$ cat config.mk
export PLATFORM = sky130hd
export DESIGN_NAME = rid_sid_xlate
export DESIGN_NICKNAME = d
export VERILOG_FILES = /design/src/rtl/rsx_pkg.sv /design/src/rtl/rsx_table.sv /design/src/rtl/rsx_match.sv /design/src/rtl/rsx_regs.sv /design/src/rtl/rid_sid_xlate.sv
export SDC_FILE = /design/constraint.sdc
export NUM_CORES = 2
export LEC_CHECK = 0
export ABC_CLOCK_PERIOD_IN_PS = 6480
export BUFFER_PORTS_ARGS = -buffer_cell sky130_fd_sc_hd__buf_2
export CAP_MARGIN = 20
export CORE_MARGIN = 8
export CORE_UTILIZATION = 30
export CTS_BUF_LIST = sky130_fd_sc_hd__clkbuf_2
export CTS_CLUSTER_DIAMETER = 100
export DETAILED_ROUTE_END_ITERATION = 12
export GPL_TIMING_DRIVEN = 0
export SLEW_MARGIN = 20
export SYNTH_ARGS = -nofsm -noshare
export SYNTH_HDL_FRONTEND = slang
export SYNTH_HIERARCHICAL = 1
export SYNTH_SLANG_ARGS = --single-unit
$ cat constraint.sdc
create_clock -name clk -period 6.48 [get_ports clk]
set_clock_uncertainty 0.15 [all_clocks]
set_input_delay 1.296 -clock clk [delete_from_list [all_inputs] [get_ports clk]]
set_output_delay 1.296 -clock clk [all_outputs]
set_load 0.05 [all_outputs]
$ cat src/rtl/rsx_pkg.sv
// Package: shared entry type, register addresses and field positions for
// the requester-ID translation table.
// Assumes: 16-bit requester IDs, 6-bit stream IDs, 3-bit domain IDs.
package rsx_pkg;

    localparam int RID_W = 16;
    localparam int SID_W = 6;
    localparam int DOM_W = 3;

    // Register word addresses.
    localparam logic [1:0] A_CTRL = 2'd0;
    localparam logic [1:0] A_ATTR = 2'd1;
    localparam logic [1:0] A_KEY  = 2'd2;

    // Field positions.
    localparam int CTRL_LOAD_BIT = 16;
    localparam int ATTR_VLD_BIT  = 31;
    localparam int ATTR_DOM_LSB  = 8;
    localparam int ATTR_SID_LSB  = 0;
    localparam int KEY_RID_LSB   = 16;
    localparam int KEY_MSK_LSB   = 0;

    typedef struct packed {
        logic             vld;
        logic [DOM_W-1:0] dom;
        logic [SID_W-1:0] sid;
        logic [RID_W-1:0] rid;
        logic [RID_W-1:0] msk;
    } rsx_entry_t;

endpackage

$ cat src/rtl/rsx_table.sv
// Module: entry storage for the translation table.
// Holds NUM_ENTRIES entries. Accepts one write per cycle and exposes every
// entry to the matcher, plus one indexed read port for the staging load.
// Assumes: the writer keeps wr_idx below NUM_ENTRIES.
module rsx_table
    import rsx_pkg::*;
#(
    parameter  int NUM_ENTRIES = 32,
    localparam int IDX_W = $clog2(NUM_ENTRIES)
) (
    input  logic             clk,
    input  logic             rst_n,
    input  logic             wr_en,
    input  logic [IDX_W-1:0] wr_idx,
    input  rsx_entry_t       wr_entry,
    input  logic [IDX_W-1:0] rd_idx,
    output rsx_entry_t       rd_entry,
    output rsx_entry_t       entries_o [NUM_ENTRIES]
);

    rsx_entry_t ent_q [NUM_ENTRIES];

    for (genvar g = 0; g < NUM_ENTRIES; g++) begin : g_ent
        // Purpose: hold one entry; clear on reset, replace on an indexed write.
        always_ff @(posedge clk) begin
            if (!rst_n) begin
                ent_q[g] <= '0;
            end else if (wr_en && wr_idx == IDX_W'(g)) begin
                ent_q[g] <= wr_entry;
            end
        end
        assign entries_o[g] = ent_q[g];
    end

    // Purpose: indexed read for the staging load; out-of-range reads give zero.
    always_comb begin
        rd_entry = '0;
        if (32'(rd_idx) < NUM_ENTRIES) rd_entry = ent_q[rd_idx];
    end

    // A committed entry must be stored exactly as presented.
    p_write_lands_r3: assert property (@(posedge clk) disable iff (!rst_n)
        wr_en |=> ent_q[$past(wr_idx)] == $past(wr_entry))
        else $error("p_write_lands_r3");

endmodule

$ cat src/rtl/rsx_match.sv
// Module: masked parallel compare and lowest-index priority select.
// Registers hit, stream ID and domain ID one cycle after lk_rid, computed
// from the table contents before any same-edge write.
// Assumes: entries_o of rsx_table drive entries.
module rsx_match
    import rsx_pkg::*;
#(
    parameter int NUM_ENTRIES = 32
) (
    input  logic             clk,
    input  logic             rst_n,
    input  logic [RID_W-1:0] lk_rid,
    input  rsx_entry_t       entries [NUM_ENTRIES],
    output logic             hit_o,
    output logic [SID_W-1:0] sid_o,
    output logic [DOM_W-1:0] dom_o
);

    logic [NUM_ENTRIES-1:0] hit_vec;
    logic                   any_hit;
    logic [SID_W-1:0]       sel_sid;
    logic [DOM_W-1:0]       sel_dom;

    for (genvar g = 0; g < NUM_ENTRIES; g++) begin : g_cmp
        assign hit_vec[g] = entries[g].vld &&
                            (((lk_rid ^ entries[g].rid) & entries[g].msk) == '0);
    end

    // Purpose: pick the lowest matching index (a descending scan, so lower indices overwrite).
    always_comb begin
        any_hit = 1'b0;
        sel_sid = '0;
        sel_dom = '0;
        for (int i = NUM_ENTRIES - 1; i >= 0; i--) begin
            if (hit_vec[i]) begin
                any_hit = 1'b1;
                sel_sid = entries[i].sid;
                sel_dom = entries[i].dom;
            end
        end
    end

    // Purpose: register the lookup result.
    always_ff @(posedge clk) begin
        if (!rst_n) begin
            hit_o <= 1'b0;
            sid_o <= '0;
            dom_o <= '0;
        end else begin
            hit_o <= any_hit;
            sid_o <= sel_sid;
            dom_o <= sel_dom;
        end
    end

    p_miss_zero_r7: assert property (@(posedge clk) disable iff (!rst_n)
        !hit_o |-> (sid_o == '0 && dom_o == '0))
        else $error("p_miss_zero_r7");

    p_hit_needs_match_r5: assert property (@(posedge clk) disable iff (!rst_n)
        hit_o |-> $past(|hit_vec))
        else $error("p_hit_needs_match_r5");

    p_entry0_wins_r6: assert property (@(posedge clk) disable iff (!rst_n)
        hit_vec[0] |=> (hit_o && sid_o == $past(entries[0].sid)
                        && dom_o == $past(entries[0].dom)))
        else $error("p_entry0_wins_r6");

endmodule

$ cat src/rtl/rsx_regs.sv
// Module: control register and staging pair for indirect table access.
// A control write with the load flag copies an entry into staging; without
// it, the staging pair is committed to the table. Reads are registered.
// Assumes: IDX_W does not exceed 16 (the index stays below the load flag).
module rsx_regs
    import rsx_pkg::*;
#(
    parameter  int NUM_ENTRIES = 32,
    localparam int IDX_W = $clog2(NUM_ENTRIES)
) (
    input  logic             clk,
    input  logic             rst_n,
    input  logic [1:0]       reg_addr,
    input  logic             reg_we,
    input  logic [31:0]      reg_wdata,
    input  logic             reg_re,
    output logic [31:0]      reg_rdata,
    output logic             tbl_wr_en,
    output logic [IDX_W-1:0] tbl_wr_idx,
    output rsx_entry_t       tbl_wr_entry,
    output logic [IDX_W-1:0] tbl_rd_idx,
    input  rsx_entry_t       tbl_rd_entry
);

    logic             wr_ctrl, wr_attr, wr_key, load_req;
    logic [IDX_W-1:0] ctrl_idx_q;
    logic             ctrl_load_q;
    rsx_entry_t       stage_q;
    logic [31:0]      rd_mux;
    logic [31:0]      rdata_q;
    logic             unused_wbits;

    assign wr_ctrl  = reg_we && reg_addr == A_CTRL;
    assign wr_attr  = reg_we && reg_addr == A_ATTR;
    assign wr_key   = reg_we && reg_addr == A_KEY;
    assign load_req = reg_wdata[CTRL_LOAD_BIT];

    assign tbl_rd_idx   = reg_wdata[IDX_W-1:0];
    assign tbl_wr_idx   = reg_wdata[IDX_W-1:0];
    assign tbl_wr_en    = wr_ctrl && !load_req;
    assign tbl_wr_entry = stage_q;

    assign unused_wbits = ^{reg_wdata[30:ATTR_DOM_LSB+DOM_W], reg_wdata[7:SID_W]};

    // Purpose: remember the last index and direction written to control.
    always_ff @(posedge clk) begin
        if (!rst_n) begin
            ctrl_idx_q  <= '0;
            ctrl_load_q <= 1'b0;
        end else if (wr_ctrl) begin
            ctrl_idx_q  <= reg_wdata[IDX_W-1:0];
            ctrl_load_q <= load_req;
        end
    end

    // Purpose: update staging from software writes or from an entry load.
    always_ff @(posedge clk) begin
        if (!rst_n) begin
            stage_q <= '0;
        end else if (wr_ctrl && load_req) begin
            stage_q <= tbl_rd_entry;
        end else if (wr_attr) begin
            stage_q.vld <= reg_wdata[ATTR_VLD_BIT];
            stage_q.dom <= reg_wdata[ATTR_DOM_LSB +: DOM_W];
            stage_q.sid <= reg_wdata[ATTR_SID_LSB +: SID_W];
        end else if (wr_key) begin
            stage_q.rid <= reg_wdata[KEY_RID_LSB +: RID_W];
            stage_q.msk <= reg_wdata[KEY_MSK_LSB +: RID_W];
        end
    end

    // Purpose: assemble read data with unused bits at zero.
    always_comb begin
        rd_mux = '0;
        case (reg_addr)
            A_CTRL: begin
                rd_mux[IDX_W-1:0]    = ctrl_idx_q;
                rd_mux[CTRL_LOAD_BIT] = ctrl_load_q;
            end
            A_ATTR: begin
                rd_mux[ATTR_VLD_BIT]                = stage_q.vld;
                rd_mux[ATTR_DOM_LSB +: DOM_W]       = stage_q.dom;
                rd_mux[ATTR_SID_LSB +: SID_W]       = stage_q.sid;
            end
            A_KEY: begin
                rd_mux[KEY_RID_LSB +: RID_W] = stage_q.rid;
                rd_mux[KEY_MSK_LSB +: RID_W] = stage_q.msk;
            end
            default: rd_mux = '0;
        endcase
    end

    // Purpose: register read data; zero when no read is requested.
    always_ff @(posedge clk) begin
        if (!rst_n) rdata_q <= '0;
        else        rdata_q <= reg_re ? rd_mux : '0;
    end

    assign reg_rdata = rdata_q;

    p_commit_ctrl_r3: assert property (@(posedge clk) disable iff (!rst_n)
        (wr_ctrl && !load_req) |=> (!ctrl_load_q && ctrl_idx_q == $past(reg_wdata[IDX_W-1:0])))
        else $error("p_commit_ctrl_r3");

    p_rsvd_zero_r2: assert property (@(posedge clk) disable iff (!rst_n)
        (reg_re && reg_addr == A_ATTR) |=> (reg_rdata[30:11] == '0 && reg_rdata[7:6] == '0))
        else $error("p_rsvd_zero_r2");

    p_bad_addr_r10: assert property (@(posedge clk) disable iff (!rst_n)
        (reg_re && reg_addr == 2'd3) |=> reg_rdata == '0)
        else $error("p_bad_addr_r10");

    p_idle_rdata_r11: assert property (@(posedge clk) disable iff (!rst_n)
        !reg_re |=> reg_rdata == '0)
        else $error("p_idle_rdata_r11");

endmodule

$ cat src/rtl/rid_sid_xlate.sv
// Module: top of the requester-ID to stream-ID translation table.
// Joins the register front end, the entry storage and the matcher.
// Assumes: one register access per cycle; lk_rid sampled every cycle.
module rid_sid_xlate
    import rsx_pkg::*;
#(
    parameter  int NUM_ENTRIES = 32,
    localparam int IDX_W = $clog2(NUM_ENTRIES)
) (
    input  logic              clk,
    input  logic              rst_n,
    input  logic [1:0]        reg_addr,
    input  logic              reg_we,
    input  logic [31:0]       reg_wdata,
    input  logic              reg_re,
    output logic [31:0]       reg_rdata,
    input  logic [RID_W-1:0]  lk_rid,
    output logic              lk_hit,
    output logic [SID_W-1:0]  lk_sid,
    output logic [DOM_W-1:0]  lk_dom
);

    logic             wr_en;
    logic [IDX_W-1:0] wr_idx, rd_idx;
    rsx_entry_t       wr_entry, rd_entry;
    rsx_entry_t       entries [NUM_ENTRIES];

    rsx_regs #(.NUM_ENTRIES(NUM_ENTRIES)) regs_i (
        .clk          (clk),
        .rst_n        (rst_n),
        .reg_addr     (reg_addr),
        .reg_we       (reg_we),
        .reg_wdata    (reg_wdata),
        .reg_re       (reg_re),
        .reg_rdata    (reg_rdata),
        .tbl_wr_en    (wr_en),
        .tbl_wr_idx   (wr_idx),
        .tbl_wr_entry (wr_entry),
        .tbl_rd_idx   (rd_idx),
        .tbl_rd_entry (rd_entry)
    );

    rsx_table #(.NUM_ENTRIES(NUM_ENTRIES)) table_i (
        .clk       (clk),
        .rst_n     (rst_n),
        .wr_en     (wr_en),
        .wr_idx    (wr_idx),
        .wr_entry  (wr_entry),
        .rd_idx    (rd_idx),
        .rd_entry  (rd_entry),
        .entries_o (entries)
    );

    rsx_match #(.NUM_ENTRIES(NUM_ENTRIES)) match_i (
        .clk     (clk),
        .rst_n   (rst_n),
        .lk_rid  (lk_rid),
        .entries (entries),
        .hit_o   (lk_hit),
        .sid_o   (lk_sid),
        .dom_o   (lk_dom)
    );

endmodule

==> impl_results.md <==
* Yosys top cell area share at 53.0%
* Syn Std Cell Area at 0.0762 mm^2
* Critical path arrival at 6.82 ns
* Die area at 0.270 mm^2
* DRT iter0 DRCs at 11165
* Initial Utilization at 30.1%
* Avg WL per Cell at 37.1 um
* Layout area overhead at 15.2%
* Crit-path max FO at 9
* CP Capture Type: flip-flop
* HP Class: input pin to flip-flop
* Initial antenna violation count at 71
* Worst EP required at 8.14 ns
* PwrDens at 234 mW/mm^2
* # nets final at 7142
* Final wirelength at 401 mm
* Vias per Instance at 5.79
* Clk sinks at 1434
* Tot GR Track Use at 28.3%
* Crit-path cells: xor2_1, a22oi_1, nand4_1, nor3_1, nand3b_1, o221ai_1, nand2b_1, a311oi_1, o31ai_1, a2111oi_2
* Placer Congestion at 1.12
* Tmin final at 5.16 ns
* CTS Buf Count at 409
* WS Path Type: flip-flop to flip-flop
* Initial DRT Pass Iterations at 6
* Global route overflow at 0
* Yosys cell types at 77
* DRC at 0
* Clock Tree Root: clkbuf_2
* Final Setup Violations at 0
* Slowest-stage cell, CP: nor3_1
* Worst-case hold slack at 0.256 ns
* IO Pins at 96
* Clk_lat worst skew at 2.00 ns
* Maximum vdd ir drop at 0.000170 V
* Multi-input logic area at 0.0315 mm^2
* Post CTS Setup Buffer Count at 0
* FMAX at 0.194 GHz
* Main area contributors after synthesis: edfxtp_1 (53%), and2_1 (11%), mux2i_1 (9.0%)
* Status: completed
* CP startpoint kind: flip-flop
* Largest net degree at the start of global routing at 28
* Die Wd at 520 um
* Max-slew violation count at 0
* Vias in the first global route at 59204
* FP Rows at 185
* Leak at 34.8 nW
* Fin crit share at 79.7%
* Top cell type by total area after synthesis: edfxtp_1
* Antenna-violating nets left at 0
* Bufs on Longest Clock Path at 4
* Post-synth ARST share at 0%
* Fin. Hold Viols at 0
* Ratio of cells with drive above 1 in the final layout at 15.3%
* Post-Synthesis Cells at 6430
* Crit path largest cell delay at 0.97 ns
* Worst-Margin Slew at 1.35 ns
* Slew margin rel. at 10.2%
* H-tree levels at 5
* Most used DFF post-synth: edfxtp_1
* Port bufs at 79
* Reg area at 0.0422 mm^2
* DP HPWL at 301 mm
* Avg Synthesized Cell Area at 11.9 um^2
* #FFs+latches synth at 1434
* Via count at 62543
* Total chip power at 0.0205 W
* RSZ-0062 raised after global routing: false
* Post-synth EDFFs at 1344
* First-pass GRT wire length at 519 mm
* Synth warnings at 6
* Total core area at 0.253 mm^2
* Die H at 520 um
* Max cap viols at 0
* Syn nets at 6489
* CTS tree: yes
* Count leader, synth: and2_1
* Post-synthesis sequential area ratio at 55.3%
* Fillers at 25397
* Synth cell count leaders: and2_1 (1371), edfxtp_1 (1344), mux2i_1 (685)
* CTS clk-pin slew, worst paths at 0.11 ns
==> final timing paths <==
kind | start | to | slack [ns] | cells past startpoint
setup / recovery | table_i/ent_q[30][23]$_SDFFCE_PN0P_ | match_i/sid_o[4]$_SDFF_PN0_ | 1.32 | 10
hold reg to reg | regs_i/ctrl_idx_q[1]$_SDFFE_PN0N_ | regs_i/ctrl_idx_q[1]$_SDFFE_PN0N_ | 0.33 | 2
hold / removal | reg_wdata[31] | regs_i/tbl_wr_entry[41]$_SDFFE_PN0P_ | 0.26 | 5
setup reg to reg | table_i/ent_q[30][23]$_SDFFCE_PN0P_ | match_i/sid_o[4]$_SDFF_PN0_ | 1.32 | 10
==> layout make-up <==
| type | count | share of cell area (%) |
|---|---|---|
| diodes | 56 | 0.160 |
| plain buffers | 567 | 3.31 |
| clock buffers | 603 | 3.44 |
| clock inverters | 101 | 0.573 |
| inverters | 59 | 0.255 |
| multi-input cells | 4370 | 35.8 |
| flip-flops and latches | 1434 | 48.0 |
| well taps | 3366 | 4.80 |
| repair buffers | 242 | 3.57 |
==> critical path: cells and delay by family (launching register included) <==
family	cells	cell delay, ns
flops	1	0.42
simple gates	4	1.99
compound gates	5	2.27
xor+xnor	1	0.18
==> layout by cell type (no fill, tap or decap), types with 79 or more instances in the layout <==
cell           instances
nand2_1              316
and2_1              1371
buf_2                159
mux2i_1              685
xor2_1               510
nand3_1              173
dfxtp_1               87
clkbuf_2             636
dlygate4sd3_1         79
a22oi_1              357
clkbuf_1             322
a22o_1                99
edfxtp_1            1344
a21oi_1              176
==> state kept, by name, indices dropped and copies added (netlist names) <==
signal,flops
regs_i/tbl_wr_entry,42
regs_i/ctrl_load_q,1
regs_i/ctrl_idx_q,5
match_i/sid_o,6
match_i/dom_o,3
regs_i/reg_rdata,32
match_i/hit_o,1
table_i/ent_q,1344
==> timing repair <==
action                                 in CTS  in global routing
endpoints found under the hold margin     100                  0
hold buffers                               79                  0
gates resized for setup                     0                  0
==> power by group <==
group | internal [W] | leakage, nW | switching [W]
registers | 0.0104 | 14.6 | 0.000336
logic | 0.000812 | 17.4 | 0.00217
clock network | 0.00259 | 2.74 | 0.00422
==> cell families after synthesis <==
group	count (synthesis)	synth area share (%)
and+or+nand+nor	2194	16.5
muxes	686	9.01
DFF	1434	55.3
AOI/OAI and AO/OA	973	9.15
buffers and inverters	626	4.05
adders and majority gates	5	0.0821
xor gates and xnor gates	512	5.88
==> through the flow <==
stage	instance area [um^2]	setup TNS (ns)	util [%]	std cells	worst slack, ns
2_1_floorplan	76200	0	-	6430	0.440
3_3_place_gp	80800	-3971.67	31.9	9875	-3.95
3_5_place_dp	83200	-0.157	32.8	9956	-0.0800
4_1_cts	87500	0	34.5	10739	1.63
5_1_grt	87600	0	34.6	10753	1.48
6_report	87800	0	34.6	10798	1.32
==> per-layer routing <==
metal / vias to the layer above / share of wire [%] / global-route usage [%]
li1: 24839 / - / -
met1: 31252 / 37 / 35.5
met2: 5293 / 41 / 40.5
met3: 1151 / 13 / 8.83
met4: 8 / 8.9 / 21.2
met5: - / 0.014 / 0
Power figures use the tool's default switching activity.
